$ cat config.mk
export PLATFORM = sky130hd
export DESIGN_NAME = pulse_meter
export DESIGN_NICKNAME = d
export VERILOG_FILES = /design/src/rtl/pm_pkg.sv /design/src/rtl/pm_sync.sv /design/src/rtl/pm_tick.sv /design/src/rtl/pm_sat_cnt.sv /design/src/rtl/pm_ctrl.sv /design/src/rtl/pulse_meter.sv
export SDC_FILE = /design/constraint.sdc
export NUM_CORES = 1
export LEC_CHECK = 0
export ABC_CLOCK_PERIOD_IN_PS = 3170
export BUFFER_PORTS_ARGS = -buffer_cell sky130_fd_sc_hd__buf_2
export CAP_MARGIN = 20
export CORE_ASPECT_RATIO = 0.5
export CORE_MARGIN = 10
export CORE_UTILIZATION = 35
export DETAILED_ROUTE_END_ITERATION = 8
export GPL_TIMING_DRIVEN = 0
export MAX_ROUTING_LAYER = met4
export SYNTH_ARGS = -nofsm -noshare
export SYNTH_HDL_FRONTEND = slang
export SYNTH_HIERARCHICAL = 1
export SYNTH_SLANG_ARGS = --single-unit
$ cat constraint.sdc
create_clock -name clk -period 3.17 [get_ports clk]
set_input_delay 0.4755 -clock clk [delete_from_list [all_inputs] [get_ports clk]]
set_output_delay 0.4755 -clock clk [all_outputs]
set_load 0.005 [all_outputs]
$ cat src/rtl/pm_pkg.sv
package pm_pkg;
  typedef enum logic [1:0] {
    MODE_ONTIME     = 2'd0,
    MODE_PERIOD     = 2'd1,
    MODE_COUNT      = 2'd2,
    MODE_PERIOD_ALT = 2'd3
  } mode_t;

  typedef enum logic [1:0] {
    ST_IDLE = 2'd0,
    ST_ARM  = 2'd1,
    ST_TIME = 2'd2,
    ST_GATE = 2'd3
  } state_t;
endpackage

$ cat src/rtl/pm_sync.sv
module pm_sync #(
  parameter int STAGES = 2
) (
  input  logic clk,
  input  logic rst,
  input  logic din,
  output logic rise,
  output logic fall
);
  logic [STAGES:0] sh;

  always_ff @(posedge clk) begin
    if (rst) sh <= '0;
    else     sh <= {sh[STAGES-1:0], din};
  end

  assign rise = sh[STAGES-1] & ~sh[STAGES];
  assign fall = ~sh[STAGES-1] & sh[STAGES];
endmodule

$ cat src/rtl/pm_tick.sv
module pm_tick #(
  parameter int DIV = 4
) (
  input  logic clk,
  input  logic rst,
  input  logic clr,
  input  logic en,
  output logic tick
);
  localparam int PW = (DIV > 1) ? $clog2(DIV) : 1;
  localparam logic [PW-1:0] LAST = PW'(DIV - 1);

  logic [PW-1:0] pc;

  assign tick = en && (pc == LAST);

  always_ff @(posedge clk) begin
    if (rst || clr)  pc <= '0;
    else if (en)     pc <= (pc == LAST) ? '0 : pc + 1'b1;
  end

  // phase counter stays inside the divide range
  assert_tick_range_R11: assert property (@(posedge clk) disable iff (rst)
    pc <= LAST);
endmodule

$ cat src/rtl/pm_sat_cnt.sv
module pm_sat_cnt #(
  parameter int W = 16
) (
  input  logic         clk,
  input  logic         rst,
  input  logic         clr,
  input  logic         inc,
  output logic [W-1:0] val_nxt,
  output logic         ovf_nxt
);
  localparam logic [W-1:0] TOP = '1;

  logic [W-1:0] val;
  logic         ovf;

  always_comb begin
    val_nxt = val;
    ovf_nxt = ovf;
    if (inc) begin
      if (val == TOP) ovf_nxt = 1'b1;
      else            val_nxt = val + 1'b1;
    end
  end

  always_ff @(posedge clk) begin
    if (rst || clr) begin
      val <= '0;
      ovf <= 1'b0;
    end else begin
      val <= val_nxt;
      ovf <= ovf_nxt;
    end
  end

  // the sticky flag is only ever set with the count pinned at its top
  assert_ovf_saturated_R7: assert property (@(posedge clk) disable iff (rst)
    ovf |-> (val == TOP));
endmodule

$ cat src/rtl/pm_ctrl.sv
module pm_ctrl
  import pm_pkg::*;
#(
  parameter int CNT_W       = 16,
  parameter int GATE_CYCLES = 8388608
) (
  input  logic             clk,
  input  logic             rst,
  input  logic             start,
  input  logic             auto_rep,
  input  logic [1:0]       mode_sel,
  input  logic             pol_low,
  input  logic             rise,
  input  logic             fall,
  input  logic             tick,
  input  logic [CNT_W-1:0] cnt_nxt,
  input  logic             ovf_nxt,
  output logic             cnt_clr,
  output logic             cnt_inc,
  output logic             tick_clr,
  output logic             tick_en,
  output logic [CNT_W-1:0] result,
  output logic             result_vld,
  output logic             ovf
);
  localparam int GW = (GATE_CYCLES > 1) ? $clog2(GATE_CYCLES) : 1;
  localparam logic [GW-1:0] GATE_LAST = GW'(GATE_CYCLES - 1);

  state_t        st, st_n;
  mode_t         mode_q, mode_n;
  logic          pol_q, pol_n;
  logic [GW-1:0] gcnt, gcnt_n;
  logic          fin, launch, period_like;
  logic          begin_edge, end_edge;

  always_comb begin
    period_like = (mode_q == MODE_PERIOD) || (mode_q == MODE_PERIOD_ALT);
    if (period_like) begin
      begin_edge = rise;
      end_edge   = rise;
    end else if (pol_q) begin
      begin_edge = fall;
      end_edge   = rise;
    end else begin
      begin_edge = rise;
      end_edge   = fall;
    end
  end

  always_comb begin
    st_n     = st;
    mode_n   = mode_q;
    pol_n    = pol_q;
    gcnt_n   = gcnt;
    fin      = 1'b0;
    cnt_clr  = 1'b0;
    cnt_inc  = 1'b0;
    tick_clr = 1'b0;
    tick_en  = 1'b0;
    case (st)
      ST_ARM: begin
        if (begin_edge) begin
          st_n     = ST_TIME;
          tick_clr = 1'b1;
          cnt_clr  = 1'b1;
        end
      end
      ST_TIME: begin
        tick_en = 1'b1;
        cnt_inc = tick;
        if (end_edge) fin = 1'b1;
      end
      ST_GATE: begin
        cnt_inc = rise;
        gcnt_n  = gcnt + 1'b1;
        if (gcnt == GATE_LAST) fin = 1'b1;
      end
      default: ;
    endcase
    launch = ((st == ST_IDLE) && start) || (fin && auto_rep);
    if (fin && !auto_rep) st_n = ST_IDLE;
    if (launch) begin
      mode_n  = mode_t'(mode_sel);
      pol_n   = pol_low;
      gcnt_n  = '0;
      cnt_clr = 1'b1;
      st_n    = (mode_t'(mode_sel) == MODE_COUNT) ? ST_GATE : ST_ARM;
    end
  end

  always_ff @(posedge clk) begin
    if (rst) begin
      st         <= ST_IDLE;
      mode_q     <= MODE_ONTIME;
      pol_q      <= 1'b0;
      gcnt       <= '0;
      result     <= '0;
      result_vld <= 1'b0;
      ovf        <= 1'b0;
    end else begin
      st         <= st_n;
      mode_q     <= mode_n;
      pol_q      <= pol_n;
      gcnt       <= gcnt_n;
      result_vld <= fin;
      if (fin) begin
        result <= cnt_nxt;
        ovf    <= ovf_nxt;
      end
    end
  end

  // strobe never lasts two cycles
  assert_vld_pulse_R8: assert property (@(posedge clk) disable iff (rst)
    result_vld |=> !result_vld);

  // a flagged result is always the clamped value
  assert_sat_value_R7: assert property (@(posedge clk) disable iff (rst)
    ovf |-> (result == {CNT_W{1'b1}}));

  // a strobe only follows a cycle in which a measurement was running
  assert_vld_from_busy_R9: assert property (@(posedge clk) disable iff (rst)
    result_vld |-> ($past(st) != ST_IDLE));

  // gate counter never runs past the window
  assert_gate_bound_R5: assert property (@(posedge clk) disable iff (rst)
    (st == ST_GATE) |-> (gcnt <= GATE_LAST));

  // captured mode is held while timing runs
  assert_mode_held_R10: assert property (@(posedge clk) disable iff (rst)
    ((st == ST_TIME) && $past(st == ST_TIME) && !$past(fin)) |-> $stable(mode_q));
endmodule

$ cat src/rtl/pulse_meter.sv
module pulse_meter #(
  parameter int CNT_W       = 16,
  parameter int TICK_DIV    = 4,
  parameter int GATE_CYCLES = 8388608,
  parameter int SYNC_STAGES = 2
) (
  input  logic             clk,
  input  logic             rst,
  input  logic             sig_in,
  input  logic [1:0]       mode_sel,
  input  logic             pol_low,
  input  logic             start,
  input  logic             auto_rep,
  output logic [CNT_W-1:0] result,
  output logic             result_vld,
  output logic             overflow
);
  logic             rise, fall, tick;
  logic             cnt_clr, cnt_inc, tick_clr, tick_en;
  logic [CNT_W-1:0] cnt_nxt;
  logic             ovf_nxt;

  pm_sync #(.STAGES(SYNC_STAGES)) u_sync (
    .clk(clk), .rst(rst), .din(sig_in), .rise(rise), .fall(fall)
  );

  pm_tick #(.DIV(TICK_DIV)) u_tick (
    .clk(clk), .rst(rst), .clr(tick_clr), .en(tick_en), .tick(tick)
  );

  pm_sat_cnt #(.W(CNT_W)) u_cnt (
    .clk(clk), .rst(rst), .clr(cnt_clr), .inc(cnt_inc),
    .val_nxt(cnt_nxt), .ovf_nxt(ovf_nxt)
  );

  pm_ctrl #(.CNT_W(CNT_W), .GATE_CYCLES(GATE_CYCLES)) u_ctrl (
    .clk(clk), .rst(rst), .start(start), .auto_rep(auto_rep),
    .mode_sel(mode_sel), .pol_low(pol_low), .rise(rise), .fall(fall),
    .tick(tick), .cnt_nxt(cnt_nxt), .ovf_nxt(ovf_nxt),
    .cnt_clr(cnt_clr), .cnt_inc(cnt_inc), .tick_clr(tick_clr), .tick_en(tick_en),
    .result(result), .result_vld(result_vld), .ovf(overflow)
  );
endmodule

==> impl_metrics.json <==
{
  "initial_core_util_pct": 35.7,
  "drc": 0,
  "cp_data_arrival_time_ps": 2950,
  "layout_setup_ws_ps": 478,
  "ys_seq_elements": 67,
  "numClockSinks": 67,
  "yosys.area.top_type_share_pct": 40.2,
  "track_usage_pct": 11.2,
  "dieWidth_um": 158,
  "postSynthAreaPerCell_um2": 9.06,
  "fmax_ghz": 0.371,
  "clk_pin_slew_worst_paths_ps": 50,
  "rrSetupSlack_ps": 480,
  "worst_setup_path_end_kind": "register",
  "grt_antenna_before_repair": 0,
  "crit_path_start_kind": "register",
  "slowest_stage": "or4_1",
  "max-slew-margin-rel_pct": 52.0,
  "clock_latency_ps": 330,
  "critical_path.startpoint": "u_ctrl/st[1]",
  "layout_common_cells": "dfxtp_1 (67), nor2_1 (33), buf_2 (32)",
  "path_class": "register to register",
  "hold_path_class": "primary input to register",
  "wl_per_cell_um": 13.7,
  "synth.distinct_cells": 57,
  "leakage_nw": 1.51,
  "synth_nets": 379,
  "dp_cells": 514,
  "area_growth_syn_to_layout_pct": 18.2,
  "min_period_ps": 2690,
  "ir_drop_mv": 0.250,
  "slew_viol_final": 0,
  "coreArea_um2": 9350,
  "first_pass_iters": 6,
  "postCtsHoldBufs": 0,
  "hold_violations": 0,
  "htreeDepth": 3,
  "cts_root_buf": "clkbuf_16",
  "drt_iter0_markers": 80,
  "tightest_slew_ps": 720,
  "final_common_cell": "dfxtp_1",
  "setup_tns_ps": 0,
  "cts_setup_buffers": 0,
  "holdWs_ps": 369,
  "cpPeakStageDelay_ps": 530,
  "cts_tree": "built",
  "n_antenna_cell": 0,
  "pre_cts_ws_ps": 339,
  "final_antenna_net_count": 0,
  "netlist_instances": 368,
  "yosysSeqAreaShare_pct": 40.2,
  "post-synth-top-area-cell": "dfxtp_1",
  "rsz0062_at_grt": "no",
  "async_reset_ff_share_pct": 0,
  "wl_um": 7250,
  "min_from": "sig_in",
  "path_cells": "nor2b_1 -> and2_1 -> mux2i_1 -> nor2b_2 -> and3_1 -> nand2_4 -> or4_1 -> nand2_1 -> o21ai_1 -> a21oi_2",
  "ioPinCount": 26,
  "dpl.hpwl_um": 5210,
  "vias": 2716,
  "cp_max_fo": 8,
  "maxCapViolCount": 0,
  "vias_per_cell": 5.12,
  "yosys_most_used_dff": "dfxtp_1",
  "worst_clock_skew_ps": 5.41,
  "grt_max_degree": 13,
  "fin_crit_sh_pct": 84.9,
  "grt_pass1_wl_um": 12300,
  "status": "finished clean",
  "setup_viol": 0,
  "synth_edf_count": 0,
  "drive_gt1_share_pct": 23.2,
  "synth_warnings": 6,
  "cts_resized": 0,
  "gp_congestion": 0.755,
  "stdcell_count": 530,
  "portBuffers": 25,
  "total_power_mw": 2.01,
  "cts_max_path_buffers": 2,
  "cts_buffers": 9,
  "syn_area_um2": 3340,
  "r2r_start": "u_ctrl/st[1]",
  "die_h_um": 89.0,
  "grt_pass1_vias": 2497,
  "num-nets-final": 415,
  "fp-row-count": 25,
  "required_ps": 3430,
  "power.density_nw_per_um2": 510,
  "synthTopCellsByArea": "dfxtp_1 (40%), xor2_1 (5.5%), nand3_1 (4.7%)",
  "die_area_um2": 14100,
  "grt-ovfl-total": 0
}
## synthesized netlist by cell type (4+ instances only)
master    instances
a21oi_2          12
nor2_1           33
nand2_1          29
dfxtp_1          67
inv_1             4
nand4_1          11
o21ai_1          12
nand3_1          31
buf_2             7
o21ai_0           8
nor3_1            5
nor2b_1           9
a31oi_1           4
clkbuf_1          5
mux2i_1           5
a211oi_1          4
xor2_1           21
and2_1           10
and3_1            6
a21oi_1          22
and4_1            4
xnor2_1           6
## critical path: cells and delay by family (launching register included)
kind | cells | cell delay [ps]
and+or+nand+nor | 7 | 1870
DFF | 1 | 440
AOI/OAI and AO/OA | 2 | 230
muxes | 1 | 70
## registers in the layout, indices dropped and copies added (netlist names)
register and cells:
u_ctrl/gcnt 23, u_cnt/val 16, u_ctrl/result 16, u_sync/sh 3, u_ctrl/st 2, u_tick/pc 2
u_cnt/ovf 1, u_ctrl/mode_q 1, u_ctrl/ovf 1, u_ctrl/pol_q 1, u_ctrl/result_vld 1
## stage by stage
step	util (%)	cell area [um2]
3_5_place_dp	38.6	3610
2_1_floorplan	-	3340
5_1_grt	42.2	3940
4_1_cts	42.1	3940
3_3_place_gp	38.6	3610
6_report	42.2	3940
## metal layers
layer / vias up / part of all wire (%) / global-route usage (%)
li1: 1390 / - / -
met1: 1286 / 50 / 13.3
met2: 35 / 46 / 17.5
met3: 5 / 3.2 / 4.03
met4: 0 / 0.94 / 3.59
met5: - / 0 / -
## worst paths after layout
| check | endpoint | cells past startpoint |
|---|---|---|
| setup / recovery | u_ctrl/result[9] | 10 |
| hold / removal | u_sync/sh[0] | 2 |
| setup reg to reg | u_ctrl/result[9] | 10 |
| hold reg to reg | u_sync/sh[1] | 1 |
## power by group
part	leakage (nW)	switching (mW)	internal (mW)	total [mW]
Clock	0.155	0.371	0.709	1.08
Combinational	0.810	0.0465	0.0274	0.0739
Sequential	0.541	0.00560	0.850	0.855
## cell type report
type                            count  area (um2)
Clock inverter                      6        88.8
Inverter                            5        18.8
Multi-Input combinational cell    276        1850
Sequential cell                    67        1340
Timing Repair Buffer               25         125
Tap cell                          121         151
Buffer                             20         129
Clock buffer                       10         239
Fill cell                         891        5410
## cells by family after synthesis
family / after synthesis / share of synthesized area (%)
flip-flops: 67 / 40.2
buffers and inverters: 25 / 4.43
multiplexers: 7 / 2.29
AND/OR/NAND/NOR: 164 / 29.1
adder cells (fa/ha/maj): 3 / 1.13
AO/OA/AOI/OAI: 75 / 15.8
XOR/XNOR: 27 / 7.09
Note: power is estimated with default switching activity, not from simulation.
